`src/rtl/srp_pkg.sv`:
```
package srp_pkg;

    localparam int ADDR_W    = 6;
    localparam int INSTR_W   = 8;
    localparam int CTRL_W    = 8;
    localparam int WORD_W    = 32;
    localparam int RAMP_W    = 16;
    localparam int IDX_W     = $clog2(WORD_W);
    localparam int CNT_W     = $clog2(WORD_W + 1);
    localparam int BYTES_W   = 3;
    localparam int SYNC_DEPTH = 2;

    localparam logic [ADDR_W-1:0] ADDR_CTRL  = 6'd0;
    localparam logic [ADDR_W-1:0] ADDR_SWEEP = 6'd1;
    localparam logic [ADDR_W-1:0] ADDR_RAMP  = 6'd2;
    localparam logic [ADDR_W-1:0] ADDR_TUNE  = 6'd3;

    localparam int CTRL_LSB_BIT = 0;
    localparam int CTRL_3W_BIT  = 1;
    localparam int INSTR_RD_BIT = 7;

    typedef enum logic [1:0] {
        ST_INSTR,
        ST_WDATA,
        ST_RDATA,
        ST_DONE
    } frame_state_e;

    typedef struct packed {
        logic lsb_first;
        logic three_wire;
    } port_cfg_t;

    typedef struct packed {
        logic              rd;
        logic [ADDR_W-1:0] addr;
    } instr_t;

    function automatic logic [BYTES_W-1:0] reg_bytes(input logic [ADDR_W-1:0] a);
        case (a)
            ADDR_SWEEP: return 3'd4;
            ADDR_RAMP:  return 3'd2;
            ADDR_TUNE:  return 3'd4;
            default:    return 3'd1;
        endcase
    endfunction

    function automatic logic [CNT_W-1:0] reg_bits(input logic [ADDR_W-1:0] a);
        return CNT_W'({reg_bytes(a), 3'b000});
    endfunction

    function automatic logic [IDX_W-1:0] bit_pos(input logic lsb,
                                                 input logic [CNT_W-1:0] cnt,
                                                 input logic [CNT_W-1:0] nbits);
        logic [CNT_W-1:0] msb_pos;
        msb_pos = nbits - cnt - CNT_W'(1);
        return lsb ? cnt[IDX_W-1:0] : msb_pos[IDX_W-1:0];
    endfunction

    function automatic instr_t decode_instr(input logic [INSTR_W-1:0] b);
        instr_t r;
        r.rd   = b[INSTR_RD_BIT];
        r.addr = b[ADDR_W-1:0];
        return r;
    endfunction

    function automatic port_cfg_t cfg_from_ctrl(input logic [CTRL_W-1:0] c);
        port_cfg_t r;
        r.lsb_first  = c[CTRL_LSB_BIT];
        r.three_wire = c[CTRL_3W_BIT];
        return r;
    endfunction

endpackage

```
`src/rtl/srp_sync.sv`:
```
module srp_sync #(
    parameter int               WIDTH   = 3,
    parameter int               STAGES  = 2,
    parameter logic [WIDTH-1:0] RST_VAL = '0
) (
    input  logic             clk,
    input  logic             rst,
    input  logic [WIDTH-1:0] d,
    output logic [WIDTH-1:0] q
);

    logic [WIDTH-1:0] stg [STAGES];

    always_ff @(posedge clk) begin
        if (rst) stg[0] <= RST_VAL;
        else     stg[0] <= d;
    end

    for (genvar s = 1; s < STAGES; s++) begin : g_stage
        always_ff @(posedge clk) begin
            if (rst) stg[s] <= RST_VAL;
            else     stg[s] <= stg[s-1];
        end
    end

    assign q = stg[STAGES-1];

endmodule

```
`src/rtl/srp_reg_bank.sv`:
```
module srp_reg_bank
    import srp_pkg::*;
(
    input  logic              clk,
    input  logic              rst,
    input  logic              wr_en,
    input  logic [ADDR_W-1:0] wr_addr,
    input  logic [WORD_W-1:0] wr_word,
    input  logic [ADDR_W-1:0] rd_addr,
    output logic [WORD_W-1:0] rd_word,
    output logic [CTRL_W-1:0] ctrl_q,
    output logic [WORD_W-1:0] sweep_q,
    output logic [RAMP_W-1:0] ramp_q,
    output logic [WORD_W-1:0] tune_q
);

    always_ff @(posedge clk) begin
        if (rst) begin
            ctrl_q  <= '0;
            sweep_q <= '0;
            ramp_q  <= '0;
            tune_q  <= '0;
        end else if (wr_en) begin
            case (wr_addr)
                ADDR_CTRL:  ctrl_q  <= wr_word[CTRL_W-1:0];
                ADDR_SWEEP: sweep_q <= wr_word;
                ADDR_RAMP:  ramp_q  <= wr_word[RAMP_W-1:0];
                ADDR_TUNE:  tune_q  <= wr_word;
                default:    ;
            endcase
        end
    end

    always_comb begin
        case (rd_addr)
            ADDR_CTRL:  rd_word = WORD_W'(ctrl_q);
            ADDR_SWEEP: rd_word = sweep_q;
            ADDR_RAMP:  rd_word = WORD_W'(ramp_q);
            ADDR_TUNE:  rd_word = tune_q;
            default:    rd_word = '0;
        endcase
    end

endmodule

```
`src/rtl/srp_frame.sv`:
```
module srp_frame
    import srp_pkg::*;
(
    input  logic              clk,
    input  logic              rst,
    input  logic              cs_active,
    input  logic              sclk_rise,
    input  logic              sclk_fall,
    input  logic              din,
    input  port_cfg_t         cfg_next,
    output logic [ADDR_W-1:0] lkp_addr,
    input  logic [WORD_W-1:0] lkp_word,
    output logic              wr_en,
    output logic [ADDR_W-1:0] wr_addr,
    output logic [WORD_W-1:0] wr_word,
    output port_cfg_t         cfg_act,
    output logic              out_bit,
    output logic              out_en
);

    frame_state_e      st_q;
    logic [CNT_W-1:0]  cnt_q;
    logic [CNT_W-1:0]  nbits_q;
    logic [WORD_W-1:0] word_q;
    instr_t            instr_q;

    logic [CNT_W-1:0]  cur_nbits;
    logic [IDX_W-1:0]  pos;
    logic [WORD_W-1:0] word_nx;
    logic              last_bit;
    instr_t            instr_nx;

    always_comb begin
        cur_nbits = (st_q == ST_INSTR) ? CNT_W'(INSTR_W) : nbits_q;
        pos       = bit_pos(cfg_act.lsb_first, cnt_q, cur_nbits);
        word_nx   = word_q;
        word_nx[pos] = din;
        last_bit  = (cnt_q == cur_nbits - CNT_W'(1));
        instr_nx  = decode_instr(word_nx[INSTR_W-1:0]);
    end

    assign lkp_addr = instr_nx.addr;
    assign wr_en    = cs_active && sclk_rise && (st_q == ST_WDATA) && last_bit;
    assign wr_addr  = instr_q.addr;
    assign wr_word  = word_nx;

    always_ff @(posedge clk) begin
        if (rst) begin
            st_q    <= ST_INSTR;
            cnt_q   <= '0;
            nbits_q <= '0;
            word_q  <= '0;
            instr_q <= '0;
            cfg_act <= '0;
            out_bit <= 1'b0;
            out_en  <= 1'b0;
        end else if (!cs_active) begin
            st_q    <= ST_INSTR;
            cnt_q   <= '0;
            word_q  <= '0;
            out_bit <= 1'b0;
            out_en  <= 1'b0;
            cfg_act <= cfg_next;
        end else begin
            case (st_q)
                ST_INSTR: begin
                    if (sclk_rise) begin
                        if (last_bit) begin
                            cnt_q   <= '0;
                            instr_q <= instr_nx;
                            nbits_q <= reg_bits(instr_nx.addr);
                            word_q  <= instr_nx.rd ? lkp_word : '0;
                            st_q    <= instr_nx.rd ? ST_RDATA : ST_WDATA;
                        end else begin
                            cnt_q  <= cnt_q + CNT_W'(1);
                            word_q <= word_nx;
                        end
                    end
                end
                ST_WDATA: begin
                    if (sclk_rise) begin
                        word_q <= word_nx;
                        cnt_q  <= cnt_q + CNT_W'(1);
                        if (last_bit) st_q <= ST_DONE;
                    end
                end
                ST_RDATA: begin
                    if (sclk_fall) begin
                        if (cnt_q == nbits_q) begin
                            out_en  <= 1'b0;
                            out_bit <= 1'b0;
                            st_q    <= ST_DONE;
                        end else begin
                            out_bit <= word_q[pos];
                            out_en  <= 1'b1;
                            cnt_q   <= cnt_q + CNT_W'(1);
                        end
                    end
                end
                default: begin
                    out_en  <= 1'b0;
                    out_bit <= 1'b0;
                end
            endcase
        end
    end

endmodule

```
`src/rtl/serial_reg_port.sv`:
```
module serial_reg_port
    import srp_pkg::*;
(
    input  logic              clk,
    input  logic              rst,
    input  logic              cs_n,
    input  logic              sclk,
    input  logic              sdio_in,
    output logic              sdio_out,
    output logic              sdio_oe,
    output logic              sdo_out,
    output logic              sdo_oe,
    output logic [CTRL_W-1:0] ctrl_word,
    output logic [WORD_W-1:0] sweep_step,
    output logic [RAMP_W-1:0] ramp_rate,
    output logic [WORD_W-1:0] tune_word
);

    localparam int SIG_W = 3;

    logic [SIG_W-1:0]  pins_s;
    logic              sclk_d;
    logic              cs_active;
    logic              sclk_rise;
    logic              sclk_fall;
    logic              act_lsb;
    logic              act_tw;
    logic              wr_en;
    logic [ADDR_W-1:0] wr_addr;
    logic [WORD_W-1:0] wr_word;
    logic [ADDR_W-1:0] lkp_addr;
    logic [WORD_W-1:0] lkp_word;
    logic              out_bit;
    logic              out_en;
    port_cfg_t         cfg_act;

    srp_sync #(
        .WIDTH  (SIG_W),
        .STAGES (SYNC_DEPTH),
        .RST_VAL(3'b100)
    ) u_sync (
        .clk(clk),
        .rst(rst),
        .d  ({cs_n, sclk, sdio_in}),
        .q  (pins_s)
    );

    always_ff @(posedge clk) begin
        if (rst) sclk_d <= 1'b0;
        else     sclk_d <= pins_s[1];
    end

    assign cs_active = ~pins_s[2];
    assign sclk_rise = pins_s[1] & ~sclk_d;
    assign sclk_fall = ~pins_s[1] & sclk_d;

    srp_reg_bank u_bank (
        .clk    (clk),
        .rst    (rst),
        .wr_en  (wr_en),
        .wr_addr(wr_addr),
        .wr_word(wr_word),
        .rd_addr(lkp_addr),
        .rd_word(lkp_word),
        .ctrl_q (ctrl_word),
        .sweep_q(sweep_step),
        .ramp_q (ramp_rate),
        .tune_q (tune_word)
    );

    srp_frame u_frame (
        .clk      (clk),
        .rst      (rst),
        .cs_active(cs_active),
        .sclk_rise(sclk_rise),
        .sclk_fall(sclk_fall),
        .din      (pins_s[0]),
        .cfg_next (cfg_from_ctrl(ctrl_word)),
        .lkp_addr (lkp_addr),
        .lkp_word (lkp_word),
        .wr_en    (wr_en),
        .wr_addr  (wr_addr),
        .wr_word  (wr_word),
        .cfg_act  (cfg_act),
        .out_bit  (out_bit),
        .out_en   (out_en)
    );

    assign act_lsb  = cfg_act.lsb_first;
    assign act_tw   = cfg_act.three_wire;
    assign sdio_oe  = out_en & ~act_tw;
    assign sdo_oe   = out_en & act_tw;
    assign sdio_out = out_bit & sdio_oe;
    assign sdo_out  = out_bit & sdo_oe;

endmodule

```
`config.mk`:
```
export PLATFORM = sky130hd
export DESIGN_NAME = serial_reg_port
export DESIGN_NICKNAME = d
export VERILOG_FILES = /design/src/rtl/srp_pkg.sv /design/src/rtl/srp_sync.sv /design/src/rtl/srp_reg_bank.sv /design/src/rtl/srp_frame.sv /design/src/rtl/serial_reg_port.sv
export SDC_FILE = /design/constraint.sdc
export NUM_CORES = 1
export LEC_CHECK = 0
export ABC_AREA = 1
export BUFFER_PORTS_ARGS = -buffer_cell sky130_fd_sc_hd__buf_2
export CAP_MARGIN = 20
export CORE_UTILIZATION = 30
export CTS_CLUSTER_SIZE = 14
export DETAILED_ROUTE_END_ITERATION = 10
export GPL_ROUTABILITY_DRIVEN = 0
export SKIP_LAST_GASP = 1
export SYNTH_ARGS = -nofsm -noshare
export SYNTH_HDL_FRONTEND = slang
export SYNTH_HIERARCHICAL = 1
export SYNTH_SLANG_ARGS = --single-unit
export TNS_END_PERCENT = 10
```
`constraint.sdc`:
```
create_clock -name clk -period 4.8 [get_ports clk]
set_input_delay 0.72 -clock clk [delete_from_list [all_inputs] [get_ports clk]]
set_output_delay 0.72 -clock clk [all_outputs]
set_load 0.005 [all_outputs]
```
After elaboration in Yosys (flattened, before gate mapping)
Memory sizes are Yosys's and may differ from the RTL's.
Index checks and enable logic that the tools add are counted.
{"block": "classes", "n_addsub": 4, "n_mul": 0, "div_mod_pow": 0, "n_lt_le_gt_ge": 2, "n_eq_ne": 17, "shift": 0, "muxes": 39, "n_bitwise": 13, "n_reduce_logical": 21}
{"operator": "$mux W32", "n": 4}
{"operator": "$pmux W32 S4", "n": 1}
{"operator": "$pmux W32 S2", "n": 1}
{"operator": "$mux W6", "n": 6}
{"operator": "$bwmux W32", "n": 1}
{"operator": "$eq A6 B2 Y1 const B", "n": 4}
{"operator": "$pmux W6 S3", "n": 1}
{"operator": "$mux W2", "n": 7}
{"operator": "$eq A6 B1 Y1 const B", "n": 2}
{"operator": "$eq A6 B6 Y1", "n": 2}
{"operator": "$logic_not A6 Y1", "n": 2}
{"operator": "$ne A2 B1 Y1 const B", "n": 5}
{"operator": "$reduce_and A2 Y1", "n": 5}
{"operator": "$mux W1", "n": 9}
{"operator": "$reduce_and A7 Y1", "n": 1}
{"operator": "$add A6 B1 Y6 const B", "n": 1}
{"operator": "$and A1 B1 Y1", "n": 6}
{"operator": "$lt A5 B6 Y1 const B", "n": 1}
{"operator": "$mux W3", "n": 2}
{"operator": "$pmux W2 S3", "n": 1}
{"operator": "$pmux W3 S2", "n": 1}
{"operator": "$reduce_or A2 Y1", "n": 3}
{"operator": "$sub A6 B1 Y6 const B", "n": 1}
{"operator": "$bmux W1 S5", "n": 1}
{"operator": "18 further kinds", "n": 28}
{"block": "totals", "reg_bits": 142, "latch_bits": 0, "mem_bits_rw": 6, "romBits": 0, "inputBits": 5, "output_inout_bits": 92, "word_cells": 111, "memories": 1}
{"name": "u_sync.stg", "words": 2, "word_bits": 3, "read_ports": 2, "rd_clocked_by_memory_dff": 0, "wr": 2, "line": "srp_sync.sv:12", "rtl": "logic [WIDTH-1:0] stg [STAGES];"}

Logic depth before layout (Yosys ltp)
Gate-level depths: netlist of the first run.
{"block": "logic_depth", "ltp_word": 16, "depth_mapped": 25, "depth_no_buf": 25}

Hierarchy
The synthesis of the first run kept the hierarchy.
{"mod": "srp_reg_bank", "n_inst": 1, "cells_each": 699, "area_each_um2": 4276.6, "seq_area_each_um2": 1761.7}
{"mod": "srp_frame", "n_inst": 1, "cells_each": 553, "area_each_um2": 3587.2, "seq_area_each_um2": 1061.0}
{"mod": "srp_sync", "n_inst": 1, "cells_each": 19, "area_each_um2": 168.9, "seq_area_each_um2": 120.1}
{"mod": "serial_reg_port", "n_inst": 1, "cells_each": 15, "area_each_um2": 75.1, "seq_area_each_um2": 20.0}

Worst setup path after synthesis of the first run
OpenSTA, ideal clock, no wires.
{"block": "synth_timing", "kind": "reg2reg", "from": "register u_frame.st_q[0]", "to": "register u_frame.word_q[17]", "setup_ps": 74, "t_arrival_ps": 2786, "t_required_ps": 4726, "setup_slack_ps": 1940, "stages_incl_launch_ff": 22, "n_path_buf": 1, "period_less_slack_ps": 2860, "path_cell_list": "dfxtp_1 -> inv_1 -> ha_1 -> nor2_1 -> inv_1 -> ha_1 -> o21ai_1 -> inv_2 -> nor2_1 -> nand2_1 -> nor2_1 -> nand2_1 -> o21ai_1 -> nand2_1 -> inv_1 -> nand3_2 -> inv_2 -> buf_2 -> nand2_1 -> nand2_1 -> nand2_1 -> a31oi_1"}
{"block": "synth_between", "elab_chain_len": 16, "elab_cells_between_ends": 28, "cone_classes": "3 x add/sub; 2 x order compare; 7 x eq/ne; 11 x mux; 5 x reduce/logical"}
{"item": "start: declaration", "line": "srp_frame.sv:21", "rtl": "frame_state_e st_q;"}
{"item": "start signal: assignment", "line": "srp_frame.sv:73", "rtl": "st_q <= instr_nx.rd ? ST_RDATA : ST_WDATA;"}
{"item": "$logic_not A2 Y1 *", "line": "srp_frame.sv:34", "rtl": "cur_nbits = (st_q == ST_INSTR) ? CNT_W'(INSTR_W) : nbits_q;"}
{"item": "$mux W6 *", "line": "srp_frame.sv:34"}
{"item": "$sub A5 B5 Y5 *", "line": "srp_pkg.sv:56", "rtl": "msb_pos = nbits - cnt - CNT_W'(1);"}
{"item": "$sub A5 B1 Y5 *", "line": "srp_pkg.sv:56"}
{"item": "$mux W5 *", "line": "srp_pkg.sv:57", "rtl": "return lsb ? cnt[IDX_W-1:0] : msb_pos[IDX_W-1:0];"}
{"item": "$lt A5 B6 Y1 (implied by the code) or $ge A5 B1 Y1 (tied branches)", "line": "srp_frame.sv:37", "rtl": "word_nx[pos] = din;"}
{"item": "$logic_and A1 B1 Y1 (implied by the code)", "line": "srp_frame.sv:37"}
{"item": "$mux W1 (implied by the code)", "line": "srp_frame.sv:37"}
{"item": "[2 not listed]"}
{"item": "via lkp_addr[0]", "line": "serial_reg_port.sv:31", "rtl": "logic [ADDR_W-1:0] lkp_addr;"}
{"item": "$eq A6 B2 Y1 (tied with other cells)", "line": "srp_reg_bank.sv:35", "rtl": "case (rd_addr)"}
{"item": "$pmux W32 S4 *", "line": "srp_reg_bank.sv:35"}
{"item": "via lkp_word[17]", "line": "serial_reg_port.sv:32", "rtl": "logic [WORD_W-1:0] lkp_word;"}
{"item": "$mux W32 *", "line": "srp_frame.sv:72", "rtl": "word_q <= instr_nx.rd ? lkp_word : '0;"}
{"item": "$mux W32 *", "line": "srp_frame.sv:68", "rtl": "if (last_bit) begin"}
{"item": "$mux W32 *", "line": "srp_frame.sv:67", "rtl": "if (sclk_rise) begin"}
{"item": "$pmux W32 S2 *", "line": "srp_frame.sv:65", "rtl": "case (st_q)"}
{"item": "end signal: assignment", "line": "srp_frame.sv:72"}
{"item": "end signal: assignment", "line": "srp_frame.sv:76", "rtl": "word_q <= word_nx;"}
{"item": "end signal: assignment", "line": "srp_frame.sv:82", "rtl": "word_q <= word_nx;"}
{"item": "end: declaration", "line": "srp_frame.sv:24", "rtl": "logic [WORD_W-1:0] word_q;"}
The timed path passes the listed nets; every way through them passes the cells marked *. The select of a mux whose other input is x is not followed.
A chain may end at the register's enable or synchronous reset.

Final worst setup path of the first run
{"block": "layout_timing", "from": "register u_frame.st_q[0]", "to": "register u_frame.word_q[28]"}
The elaborated chain is that of the path after synthesis.

==> flow_results.xml, run 1 <==
<?xml version="1.0" encoding="UTF-8"?>
<metrics>
  <group name="status">
    <metric name="status" unit="">finished with violations</metric>
    <metric name="violations" unit="">DRC</metric>
  </group>
  <group name="timing">
    <metric name="final-setup-viol-count" unit="">0</metric>
    <metric name="final_period_minus_worst_setup_slack" unit="ns">3.970</metric>
    <metric name="final_hold_viol_count" unit="">0</metric>
    <metric name="maxClockFrequency" unit="GHz">0.2519</metric>
    <metric name="timing.clock.skew" unit="ns">0.01083</metric>
    <metric name="final_max_slew_viol_count" unit="">0</metric>
    <metric name="final_period_util" unit="">0.8270</metric>
    <metric name="final.setup.tns" unit="ns">0</metric>
    <metric name="tightest_slew" unit="ns">0.9602</metric>
    <metric name="grt_setup_unrepaired" unit="">no</metric>
    <metric name="worst_max_slew_margin_expressed_relative_to_the_limit" unit="">0.3591</metric>
  </group>
  <group name="die">
    <metric name="rows" unit="">59</metric>
    <metric name="start_util" unit="">0.3085</metric>
    <metric name="dieHeight" unit="µm">166.4</metric>
    <metric name="fp.dieArea" unit="µm²">27690</metric>
    <metric name="core-area" unit="µm²">26280</metric>
    <metric name="pin_count" unit="">97</metric>
    <metric name="die_w" unit="µm">166.4</metric>
  </group>
  <group name="place">
    <metric name="port_buffers" unit="">96</metric>
    <metric name="dp_hpwl" unit="µm">15420</metric>
    <metric name="placedInstanceArea" unit="µm²">8665</metric>
  </group>
  <group name="clock_tree">
    <metric name="postCtsResizedCells" unit="">0</metric>
    <metric name="path_clk_slew" unit="ns">0.06</metric>
    <metric name="inserted_clock_buffers" unit="">17</metric>
    <metric name="holdBufCountCts" unit="">0</metric>
    <metric name="root_buffer_master" unit="">sky130_fd_sc_hd__clkbuf_16</metric>
    <metric name="cts_max_level" unit="">4</metric>
    <metric name="clock_path_buffers" unit="">2</metric>
    <metric name="postCtsSetupBuffers" unit="">0</metric>
    <metric name="cts_tree" unit="">yes</metric>
    <metric name="clock_net_sink_count" unit="">148</metric>
    <metric name="clock_latency" unit="ns">0.43</metric>
  </group>
  <group name="layout">
    <metric name="layout_commonest_cell" unit="">sky130_fd_sc_hd__nand2_1</metric>
    <metric name="final_cell_mix" unit="">418 x sky130_fd_sc_hd__nand2_1, 286 x sky130_fd_sc_hd__nor2_1, 148 x sky130_fd_sc_hd__dfxtp_1, 135 x sky130_fd_sc_hd__inv_1, 96 x sky130_fd_sc_hd__buf_2</metric>
    <metric name="multi_input_logic_area" unit="µm²">4199</metric>
    <metric name="design_area" unit="µm²">9256</metric>
    <metric name="final_util" unit="">0.3522</metric>
    <metric name="nNetsFinal" unit="">1359</metric>
    <metric name="post_route_cells_drive_above_1_share" unit="">0.1309</metric>
    <metric name="sequential_cell_area" unit="µm²">2963</metric>
    <metric name="fill_cells" unit="">2888</metric>
    <metric name="antenna_cells_inserted" unit="">0</metric>
    <metric name="layout-area-overhead-vs-synth" unit="%">14.17</metric>
  </group>
  <group name="worst_hold_path">
    <metric name="min-delay-path-class" unit="">reg -&gt; reg</metric>
  </group>
  <group name="routing">
    <metric name="vias" unit="">7692</metric>
    <metric name="detail-route-antenna-nets" unit="">0</metric>
    <metric name="detailedRoute.firstIterationViolations" unit="">551</metric>
    <metric name="wirelength" unit="µm">21490</metric>
    <metric name="drtPass1Iterations" unit="">8</metric>
    <metric name="wirelength_per_cell" unit="µm">12.68</metric>
    <metric name="post_drt_via_cell_ratio" unit="">4.538</metric>
    <metric name="drc_errors" unit="">3</metric>
  </group>
  <group name="yosys">
    <metric name="asyncSetResetFlopFracSynth" unit="">0</metric>
    <metric name="synth_warnings" unit="">6</metric>
    <metric name="netlist_top_cells_area" unit="">sky130_fd_sc_hd__dfxtp_1 37%, sky130_fd_sc_hd__nand2_1 19%, sky130_fd_sc_hd__nor2_1 13%</metric>
    <metric name="synth.avg_cell_area" unit="µm²">6.305</metric>
    <metric name="area_share_of_the_leading_cell_type_in_the_synthesized_netlist" unit="">0.3654</metric>
    <metric name="ys_seq_area_frac" unit="">0.3654</metric>
    <metric name="synth_top_area_cell" unit="">sky130_fd_sc_hd__dfxtp_1</metric>
    <metric name="synthFlopType" unit="">sky130_fd_sc_hd__dfxtp_1</metric>
    <metric name="synth_cell_types" unit="">47</metric>
    <metric name="synth_cells" unit="">1286</metric>
    <metric name="synth_fp_nets" unit="">1298</metric>
    <metric name="ys_seq_elements" unit="">148</metric>
    <metric name="syn-cell-area" unit="µm²">8108</metric>
    <metric name="synth_enable_flop_cells" unit="">0</metric>
  </group>
  <group name="grt">
    <metric name="antenna_found_initial" unit="">0</metric>
    <metric name="grt_overflow_total" unit="">0</metric>
    <metric name="grt_pass1_vias" unit="">6866</metric>
    <metric name="maximum_number_of_pins_on_one_net_before_global_route_repair" unit="">65</metric>
    <metric name="global_route_total_usage_across_every_layer" unit="">0.1578</metric>
    <metric name="wire_length_of_the_first_global_routing_pass" unit="µm">35400</metric>
  </group>
  <group name="setup_path">
    <metric name="critPathKind" unit="">reg -&gt; reg</metric>
    <metric name="critical_path_arrival" unit="ns">4.31</metric>
    <metric name="worst_path_most_repeated_cell" unit="">sky130_fd_sc_hd__nand2_1</metric>
    <metric name="worst_ep_required_time" unit="ns">5.14</metric>
    <metric name="timing.critical_path.to_type" unit="">flip-flop</metric>
    <metric name="critical_path.startpoint_type" unit="">flip-flop</metric>
    <metric name="cp_cell_sequence" unit="">inv_1, ha_1, nor2_1, inv_1, ha_1, o21ai_1, inv_2, nor2_1, nand2_1, nor2_1, nand2_1, o21ai_1, inv_1, nor2_1, nand3_2, inv_2, nand2_1, nand2_1, nand2_1, a31oi_1</metric>
    <metric name="critical_path_peak_fanout" unit="">24</metric>
    <metric name="cpPeakStageDelay" unit="ns">0.48</metric>
    <metric name="timing.critical_path.slowest_stage_cell" unit="">sky130_fd_sc_hd__nor2_1</metric>
  </group>
  <group name="power_and_ir_drop">
    <metric name="cellPowerDensity" unit="nW/µm²">289.4</metric>
    <metric name="report.power.total" unit="mW">2.679</metric>
    <metric name="ir_drop" unit="µV">240.4</metric>
    <metric name="leakagePower" unit="nW">3.980</metric>
  </group>
  <group name="run">
    <metric name="drv.max_cap_violation_count" unit="">0</metric>
  </group>
</metrics>
synth_stat cells (2+ instances only):
cell and n:
sky130_fd_sc_hd__or2_2 2, sky130_fd_sc_hd__nand3_2 6, sky130_fd_sc_hd__o21ai_1 12, sky130_fd_sc_hd__nand4_1 6, sky130_fd_sc_hd__ha_1 7, sky130_fd_sc_hd__o21ai_0 49, sky130_fd_sc_hd__nor2_4 4, sky130_fd_sc_hd__clkbuf_1 12
sky130_fd_sc_hd__dfxtp_1 148, sky130_fd_sc_hd__o22ai_1 7, sky130_fd_sc_hd__o2111ai_1 4, sky130_fd_sc_hd__buf_6 11, sky130_fd_sc_hd__inv_2 14, sky130_fd_sc_hd__nand3b_1 2, sky130_fd_sc_hd__a21oi_1 21, sky130_fd_sc_hd__buf_2 7
sky130_fd_sc_hd__o21a_1 15, sky130_fd_sc_hd__nor2_1 286, sky130_fd_sc_hd__nor3_1 2, sky130_fd_sc_hd__xor2_1 4, sky130_fd_sc_hd__nor2_8 4, sky130_fd_sc_hd__nand2_1 418, sky130_fd_sc_hd__nand2_2 3, sky130_fd_sc_hd__xnor2_1 3
sky130_fd_sc_hd__buf_1 10, sky130_fd_sc_hd__nand3_1 24, sky130_fd_sc_hd__a31oi_1 23, sky130_fd_sc_hd__or2_0 2, sky130_fd_sc_hd__inv_1 135, sky130_fd_sc_hd__nor2_2 4, sky130_fd_sc_hd__o211ai_1 8, sky130_fd_sc_hd__buf_4 18
final cells by class:
type                            instances  share of cell area
Sequential cell                       148              0.3201
Clock inverter                         14             0.01649
Inverter                              151             0.06150
Tap cell                              335             0.04528
Timing Repair Buffer                  100             0.05556
Clock buffer                           18             0.04745
Multi-Input combinational cell        929              0.4536
layer usage:
layer  vias up  share of wire  GRT usage
met3        19          0.040    0.02931
met1      3450           0.51     0.2171
li1       4068              -          -
met5         -              0          0
met2       155           0.44     0.2488
met4         0          0.012    0.04871
final timing paths:
path / start / to / slack, ns / depth (start not counted)
worst min-delay path: u_sync/stg[0][0] / u_sync/stg[1][0] / 0.41 / 2
worst max register to register: u_frame/st_q[0] / u_frame/word_q[28] / 0.83 / 20
worst min register to register: u_sync/stg[0][0] / u_sync/stg[1][0] / 0.41 / 2
worst max-delay path: u_frame/st_q[0] / u_frame/word_q[28] / 0.83 / 20
kinds of logic after synthesis:
group	Yosys count	share of synthesized area
simple gates	768	0.3867
buf+inv	209	0.1167
flops	148	0.3654
compound gates	145	0.1060
xor+xnor	9	0.01435
fa+ha+maj	7	0.01080
power breakdown:
part	switching, mW	internal, mW	leakage [nW]	total (mW)
Sequential	0.00347	1.23	1.19	1.24
Clock	0.558	0.785	0.291	1.34
Combinational	0.0726	0.0272	2.50	0.0997
critical path, delay by kind of cell (launching register included):
kind,cells,cell delay [ns]
compound gates,3,0.72
fa+ha+maj,2,0.53
buf+inv,5,0.76
flops,1,0.34
simple gates,10,1.50
stage by stage:
step | hold slack, ns | setup slack [ns] | cells
5_1_grt | 0.4274 | 0.4033 | 1695
2_1_floorplan | 0.3865 | 1.940 | 1286
3_3_place_gp | 0.4032 | 1.068 | 1662
6_report | 0.4114 | 0.8303 | 1695
4_1_cts | 0.4131 | 0.8385 | 1695
3_5_place_dp | 0.4037 | 0.8726 | 1663
state kept, by name (all words and copies together), names as in the netlist:
signal and flops:
u_bank/ctrl_q 8, u_frame/cfg_act 2, u_bank/ramp_q 16, u_sync/stg 6
u_frame/out_bit 1, u_bank/tune_q 32, u_frame/st_q 2, sclk_d 1
u_bank/sweep_q 32, u_frame/cnt_q 6, u_frame/word_q 32, u_frame/wr_addr 6
u_frame/nbits_q 3, u_frame/out_en 1
No activity file was read; power rests on OpenSTA's default activity.
==> run 2, diff against run 1 <==
clock period = 3.9 ns   (was 4.8 ns; I/O delays follow)
==> flow_results.xml, run 2 (synthesized netlist as in run 1, its figures left out) <==
<?xml version="1.0" encoding="UTF-8"?>
<metrics>
  <group name="layout">
    <metric name="fill_cells" unit="">2901</metric>
    <metric name="post_route_cells_drive_above_1_share" unit="">0.1378</metric>
    <metric name="layout_commonest_cell" unit="">sky130_fd_sc_hd__nand2_1</metric>
    <metric name="layout-area-overhead-vs-synth" unit="%">15.88</metric>
    <metric name="final_cell_mix" unit="">418 x sky130_fd_sc_hd__nand2_1, 286 x sky130_fd_sc_hd__nor2_1, 148 x sky130_fd_sc_hd__dfxtp_1, 135 x sky130_fd_sc_hd__inv_1, 96 x sky130_fd_sc_hd__buf_2</metric>
    <metric name="largest_registers" unit="">u_bank/sweep_q (32), u_bank/tune_q (32), u_frame/word_q (32)</metric>
    <metric name="nNetsFinal" unit="">1371</metric>
    <metric name="antenna_cells_inserted" unit="">0</metric>
  </group>
  <group name="clock_tree">
    <metric name="inserted_clock_buffers" unit="">17</metric>
    <metric name="cts_tree" unit="">yes</metric>
    <metric name="root_buffer_master" unit="">sky130_fd_sc_hd__clkbuf_16</metric>
    <metric name="path_clk_slew" unit="ns">0.06</metric>
    <metric name="clock_net_sink_count" unit="">148</metric>
    <metric name="clock_path_buffers" unit="">2</metric>
    <metric name="holdBufCountCts" unit="">0</metric>
    <metric name="cts_max_level" unit="">4</metric>
    <metric name="postCtsSetupBuffers" unit="">0</metric>
    <metric name="clock_latency" unit="ns">0.42</metric>
  </group>
  <group name="status">
    <metric name="status" unit="">finished with violations</metric>
    <metric name="violations" unit="">DRC</metric>
  </group>
  <group name="timing">
    <metric name="final_period_util" unit="">0.8907</metric>
    <metric name="final.setup.tns" unit="ns">0</metric>
    <metric name="grt_setup_unrepaired" unit="">no</metric>
    <metric name="final_hold_viol_count" unit="">0</metric>
    <metric name="tightest_slew" unit="ns">0.9536</metric>
    <metric name="final-setup-viol-count" unit="">0</metric>
    <metric name="final_max_slew_viol_count" unit="">0</metric>
    <metric name="worst_max_slew_margin_expressed_relative_to_the_limit" unit="">0.3643</metric>
    <metric name="maxClockFrequency" unit="GHz">0.2879</metric>
    <metric name="final_period_minus_worst_setup_slack" unit="ns">3.474</metric>
    <metric name="timing.clock.skew" unit="ns">0.01077</metric>
  </group>
  <group name="grt">
    <metric name="maximum_number_of_pins_on_one_net_before_global_route_repair" unit="">89</metric>
    <metric name="wire_length_of_the_first_global_routing_pass" unit="µm">36180</metric>
    <metric name="grt_overflow_total" unit="">0</metric>
    <metric name="global_route_total_usage_across_every_layer" unit="">0.1615</metric>
    <metric name="antenna_found_initial" unit="">0</metric>
    <metric name="grt_pass1_vias" unit="">7016</metric>
  </group>
  <group name="setup_path">
    <metric name="critical_path.startpoint_type" unit="">flip-flop</metric>
    <metric name="worst_ep_required_time" unit="ns">4.25</metric>
    <metric name="critPathKind" unit="">reg -&gt; reg</metric>
    <metric name="critical_path_arrival" unit="ns">3.82</metric>
    <metric name="cp_cell_sequence" unit="">inv_1, ha_1, nor2_1, inv_1, ha_1, o21ai_1, inv_2, nor2_1, buf_4, nand4_1, nand2_1, inv_1, nor2_4, nand3_2, inv_2, nand2_1, nand2_1, nand2_1, a31oi_1</metric>
    <metric name="cpPeakStageDelay" unit="ns">0.44</metric>
    <metric name="timing.critical_path.to_type" unit="">flip-flop</metric>
    <metric name="critical_path_peak_fanout" unit="">24</metric>
    <metric name="cp.buffers_inverters" unit="">6</metric>
    <metric name="timing.critical_path.slowest_stage_cell" unit="">sky130_fd_sc_hd__inv_2</metric>
    <metric name="worst_path_dominant_cell_family" unit="">simple AND/OR/NAND/NOR gates</metric>
    <metric name="worst_path_most_repeated_cell" unit="">sky130_fd_sc_hd__nand2_1</metric>
  </group>
  <group name="run">
    <metric name="drv.max_cap_violation_count" unit="">0</metric>
  </group>
  <group name="routing">
    <metric name="wirelength" unit="µm">21900</metric>
    <metric name="vias" unit="">7785</metric>
    <metric name="post_drt_via_cell_ratio" unit="">4.561</metric>
    <metric name="detail-route-antenna-nets" unit="">0</metric>
    <metric name="detailedRoute.firstIterationViolations" unit="">620</metric>
    <metric name="drtPass1Iterations" unit="">8</metric>
    <metric name="wirelength_per_cell" unit="µm">12.83</metric>
    <metric name="drc_errors" unit="">3</metric>
  </group>
  <group name="place">
    <metric name="dp_hpwl" unit="µm">15350</metric>
    <metric name="port_buffers" unit="">96</metric>
  </group>
  <group name="power_and_ir_drop">
    <metric name="power.switching" unit="µW">762.7</metric>
    <metric name="share_clk_of_total_power" unit="">0.515</metric>
    <metric name="power_report.internal_total" unit="mW">2.633</metric>
    <metric name="comb_power_share" unit="">0.037</metric>
    <metric name="ir_drop" unit="µV">185.6</metric>
    <metric name="cellPowerDensity" unit="nW/µm²">361.4</metric>
    <metric name="switching_share" unit="">0.2246</metric>
    <metric name="leakagePower" unit="nW">4.042</metric>
    <metric name="seq_power_share" unit="">0.448</metric>
    <metric name="report.power.total" unit="mW">3.396</metric>
  </group>
  <group name="die">
    <metric name="rows" unit="">59</metric>
    <metric name="core-area" unit="µm²">26280</metric>
    <metric name="fp.dieArea" unit="µm²">27690</metric>
    <metric name="dieHeight" unit="µm">166.4</metric>
    <metric name="start_util" unit="">0.3085</metric>
    <metric name="pin_count" unit="">97</metric>
    <metric name="die_w" unit="µm">166.4</metric>
  </group>
  <group name="worst_hold_path">
    <metric name="min-delay-path-class" unit="">in -&gt; reg</metric>
  </group>
</metrics>
[run 2: cell types whose count changed in the layout (fill, tap and decap cells not counted), sizes merged]
cell	change
inv	-3
bufinv	+1
clkinvlp	+4
clkinv	-6
buf	+12
clkbuf	+4
[run 2: cell type report]
cell class              instances  area, µm²  share of cell area
multi-input cells             929       4199              0.4469
well taps                     335      419.2             0.04461
clock buffers                  22      484.2             0.05154
repair buffers                112      613.1             0.06526
inverters                     151      571.8             0.06086
clock inverters                10      145.1             0.01545
flip-flops and latches        148       2963              0.3154
[run 2: through the flow]
step,hold WS (ns),cells,worst slack (ns),area (µm²),utilization
after floorplan,0.3865,1286,1.040,8108,-
after global placement,0.4004,1675,0.4901,8765,0.3335
after detailed placement,0.3987,1675,0.3954,8765,0.3335
after CTS,0.3437,1707,0.3770,9394,0.3575
after global routing,0.3682,1707,0.01479,9395,0.3575
final,0.3535,1707,0.4263,9395,0.3575
[run 2: worst paths after layout]
check	from	end	slack, ns	cells after the start
hold reg to reg	u_sync/stg[0][0]	u_sync/stg[1][0]	0.40	2
hold / removal	cs_n	u_sync/stg[0][2]	0.35	3
setup / recovery	u_frame/st_q[0]	u_frame/word_q[30]	0.43	19
setup reg to reg	u_frame/st_q[0]	u_frame/word_q[30]	0.43	19
[run 2: worst reg2reg max path, delay by kind of cell (launching register included)]
kind                     cells  cell delay (ns)
AND/OR/NAND/NOR              9             1.19
adder cells (fa/ha/maj)      2             0.56
flip-flops                   1             0.33
buffers and inverters        6             0.94
AO/OA/AOI/OAI                2             0.40
[run 2: power by group through the flow]
stage          Sequential [mW]  Clock, mW  Combinational, mW
4_1_cts                   1.52       1.78              0.126
6_report                  1.52       1.75              0.126
3_3_place_gp              1.56          0              0.125
3_5_place_dp              1.56          0              0.126
5_1_grt                   1.52       1.84              0.144
2_1_floorplan             1.55          0             0.0965
[run 2: routing by layer]
layer,wire [µm],vias to the layer above,part of all wire,GRT usage
met5,0,-,0,0
met4,369,0,0.017,0.05314
met3,941,24,0.043,0.02931
met2,9593,164,0.44,0.2512
met1,11000,3507,0.50,0.2241
li1,-,4090,-,-
[run 2: repair_timing]
item,4_1_cts,5_1_grt
gates resized for setup,0,1
endpoints found under the setup margin,0,2
hold endpoints to repair,0,0
==> run 3, diff against run 2 <==
CELL_PAD_IN_SITES_DETAIL_PLACEMENT = 0   (was not set)
CELL_PAD_IN_SITES_GLOBAL_PLACEMENT = 2   (was not set)
PLACE_DENSITY_LB_ADDON = 0.1   (was not set)
==> flow_results.xml, run 3 (synthesized netlist as in run 1, its figures left out) <==
<?xml version="1.0" encoding="UTF-8"?>
<metrics>
  <group name="power_and_ir_drop">
    <metric name="ir_drop" unit="µV">222.3</metric>
    <metric name="leakagePower" unit="nW">4.061</metric>
    <metric name="cellPowerDensity" unit="nW/µm²">353.6</metric>
  </group>
  <group name="routing">
    <metric name="vias" unit="">7676</metric>
    <metric name="drtPass1Iterations" unit="">7</metric>
    <metric name="wirelength" unit="µm">24980</metric>
    <metric name="post_drt_via_cell_ratio" unit="">4.481</metric>
    <metric name="drc_errors" unit="">4</metric>
    <metric name="wirelength_per_cell" unit="µm">14.58</metric>
    <metric name="detail-route-antenna-nets" unit="">0</metric>
    <metric name="detailedRoute.firstIterationViolations" unit="">499</metric>
  </group>
  <group name="worst_hold_path">
    <metric name="min-delay-path-class" unit="">in -&gt; reg</metric>
    <metric name="worst_hold_startpoint" unit="">cs_n</metric>
  </group>
  <group name="setup_path">
    <metric name="critical_path_arrival" unit="ns">3.76</metric>
    <metric name="cp_cell_sequence" unit="">inv_1, ha_1, nor2_1, inv_1, ha_1, o21ai_1, inv_2, nor2_1, buf_4, nand2_1, nor2_1, nand2_1, o21ai_1, inv_1, nor2_1, nand3_2, inv_2, nand2_1, nand2_1, nand2_1, a31oi_1</metric>
    <metric name="critical_path_peak_fanout" unit="">24</metric>
    <metric name="critical_path.startpoint_type" unit="">flip-flop</metric>
    <metric name="worst_ep_required_time" unit="ns">4.25</metric>
    <metric name="critical_path.startpoint" unit="">u_frame/st_q[0]</metric>
    <metric name="worst_path_most_repeated_cell" unit="">sky130_fd_sc_hd__nand2_1</metric>
    <metric name="timing.critical_path.slowest_stage_cell" unit="">sky130_fd_sc_hd__inv_2</metric>
    <metric name="cp.buffers_inverters" unit="">6</metric>
    <metric name="critPathKind" unit="">reg -&gt; reg</metric>
    <metric name="timing.critical_path.to_type" unit="">flip-flop</metric>
    <metric name="cpPeakStageDelay" unit="ns">0.44</metric>
    <metric name="worst_path_dominant_cell_family" unit="">simple AND/OR/NAND/NOR gates</metric>
    <metric name="r2r_start" unit="">u_frame/st_q[0]</metric>
  </group>
  <group name="die">
    <metric name="rows" unit="">59</metric>
    <metric name="start_util" unit="">0.3085</metric>
    <metric name="pin_count" unit="">97</metric>
    <metric name="core-area" unit="µm²">26280</metric>
    <metric name="die_w" unit="µm">166.4</metric>
    <metric name="dieHeight" unit="µm">166.4</metric>
    <metric name="fp.dieArea" unit="µm²">27690</metric>
  </group>
  <group name="status">
    <metric name="status" unit="">finished with violations</metric>
    <metric name="violations" unit="">DRC</metric>
  </group>
  <group name="grt">
    <metric name="antenna_found_initial" unit="">1</metric>
    <metric name="global_route_total_usage_across_every_layer" unit="">0.1860</metric>
    <metric name="maximum_number_of_pins_on_one_net_before_global_route_repair" unit="">47</metric>
    <metric name="grt_overflow_total" unit="">0</metric>
    <metric name="wire_length_of_the_first_global_routing_pass" unit="µm">40500</metric>
    <metric name="grt_pass1_vias" unit="">7162</metric>
  </group>
  <group name="clock_tree">
    <metric name="postCtsResizedCells" unit="">0</metric>
    <metric name="clock_net_sink_count" unit="">148</metric>
    <metric name="inserted_clock_buffers" unit="">17</metric>
    <metric name="holdBufCountCts" unit="">0</metric>
    <metric name="cts_tree" unit="">yes</metric>
    <metric name="cts_max_level" unit="">4</metric>
    <metric name="postCtsSetupBuffers" unit="">0</metric>
    <metric name="clock_latency" unit="ns">0.44</metric>
    <metric name="path_clk_slew" unit="ns">0.07</metric>
    <metric name="root_buffer_master" unit="">sky130_fd_sc_hd__clkbuf_16</metric>
    <metric name="clock_path_buffers" unit="">2</metric>
  </group>
  <group name="layout">
    <metric name="final_util" unit="">0.3575</metric>
    <metric name="sequential_cell_area" unit="µm²">2963</metric>
    <metric name="layout-area-overhead-vs-synth" unit="%">15.88</metric>
    <metric name="layout_commonest_cell" unit="">sky130_fd_sc_hd__nand2_1</metric>
    <metric name="final_cell_mix" unit="">418 x sky130_fd_sc_hd__nand2_1, 285 x sky130_fd_sc_hd__nor2_1, 148 x sky130_fd_sc_hd__dfxtp_1, 135 x sky130_fd_sc_hd__inv_1, 96 x sky130_fd_sc_hd__buf_2</metric>
    <metric name="design_area" unit="µm²">9395</metric>
    <metric name="largest_registers" unit="">u_bank/sweep_q (32), u_bank/tune_q (32), u_frame/word_q (32)</metric>
    <metric name="multi_input_logic_area" unit="µm²">4207</metric>
    <metric name="post_route_cells_drive_above_1_share" unit="">0.1430</metric>
    <metric name="antenna_cells_inserted" unit="">0</metric>
    <metric name="nNetsFinal" unit="">1377</metric>
    <metric name="fill_cells" unit="">2985</metric>
  </group>
  <group name="timing">
    <metric name="final-setup-viol-count" unit="">0</metric>
    <metric name="worst_max_slew_margin_expressed_relative_to_the_limit" unit="">0.3933</metric>
    <metric name="final_period_minus_worst_setup_slack" unit="ns">3.409</metric>
    <metric name="tightest_slew" unit="ns">0.9091</metric>
    <metric name="maxClockFrequency" unit="GHz">0.2933</metric>
    <metric name="final_max_slew_viol_count" unit="">0</metric>
    <metric name="grt_setup_unrepaired" unit="">no</metric>
    <metric name="final_period_util" unit="">0.8741</metric>
    <metric name="timing.clock.skew" unit="ns">0.02520</metric>
    <metric name="hold_ws" unit="ns">0.3445</metric>
    <metric name="final_hold_viol_count" unit="">0</metric>
    <metric name="final.setup.tns" unit="ns">0</metric>
  </group>
  <group name="place">
    <metric name="port_buffers" unit="">96</metric>
    <metric name="dp_hpwl" unit="µm">17340</metric>
    <metric name="placedInstanceArea" unit="µm²">8803</metric>
  </group>
  <group name="run">
    <metric name="drv.max_cap_violation_count" unit="">0</metric>
  </group>
</metrics>
run 3: cell types whose count changed in the layout (fill, tap and decap cells not counted), sizes merged:
| cell | change |
|---|---|
| clkinv | +5 |
| clkinvlp | -4 |
| inv | +7 |
| buf | +6 |
| clkbuf | -5 |
| bufinv | -3 |
run 3: report_power, final:
part           internal (mW)  switching [mW]
Sequential              1.52         0.00430
Combinational         0.0368          0.0965
Clock                  0.860           0.809
Total                   2.41           0.910
run 3: worst paths after layout:
check / end / slack (ns) / depth (start not counted)
worst max-delay path: u_frame/word_q[25] / 0.49 / 21
worst min-delay path: u_sync/stg[0][2] / 0.34 / 3
worst max register to register: u_frame/word_q[25] / 0.49 / 21
worst min register to register: u_sync/stg[1][1] / 0.41 / 2
run 3: metal layers:
layer	vias to the layer above	global-route usage	part of all wire
li1	4093	-	-
met5	-	0	0
met4	0	0.04791	0.0092
met2	131	0.2859	0.43
met3	14	0.03146	0.033
met1	3438	0.2675	0.52
run 3: through the flow:
stage                     power, mW  setup WS [ns]  cells
after floorplan               1.649          1.040   1286
after global placement        1.690         0.5040   1681
after detailed placement      1.690         0.4718   1681
after CTS                     3.383         0.4494   1713
after global routing          3.472        0.01912   1713
final                         3.322         0.4909   1713
run 3: tightest hold or removal path, cell delays in order:
cell,delay [ns]
sky130_fd_sc_hd__buf_2,0.07
sky130_fd_sc_hd__inv_1,0.03
sky130_fd_sc_hd__nand2_1,0.05
run 3: layout make-up:
class / instances / area share
clock buffers: 17 / 0.04528
well taps: 335 / 0.04461
clock inverters: 15 / 0.01771
repair buffers: 118 / 0.06872
flip-flops and latches: 148 / 0.3154
inverters: 151 / 0.06059
multi-input cells: 929 / 0.4477
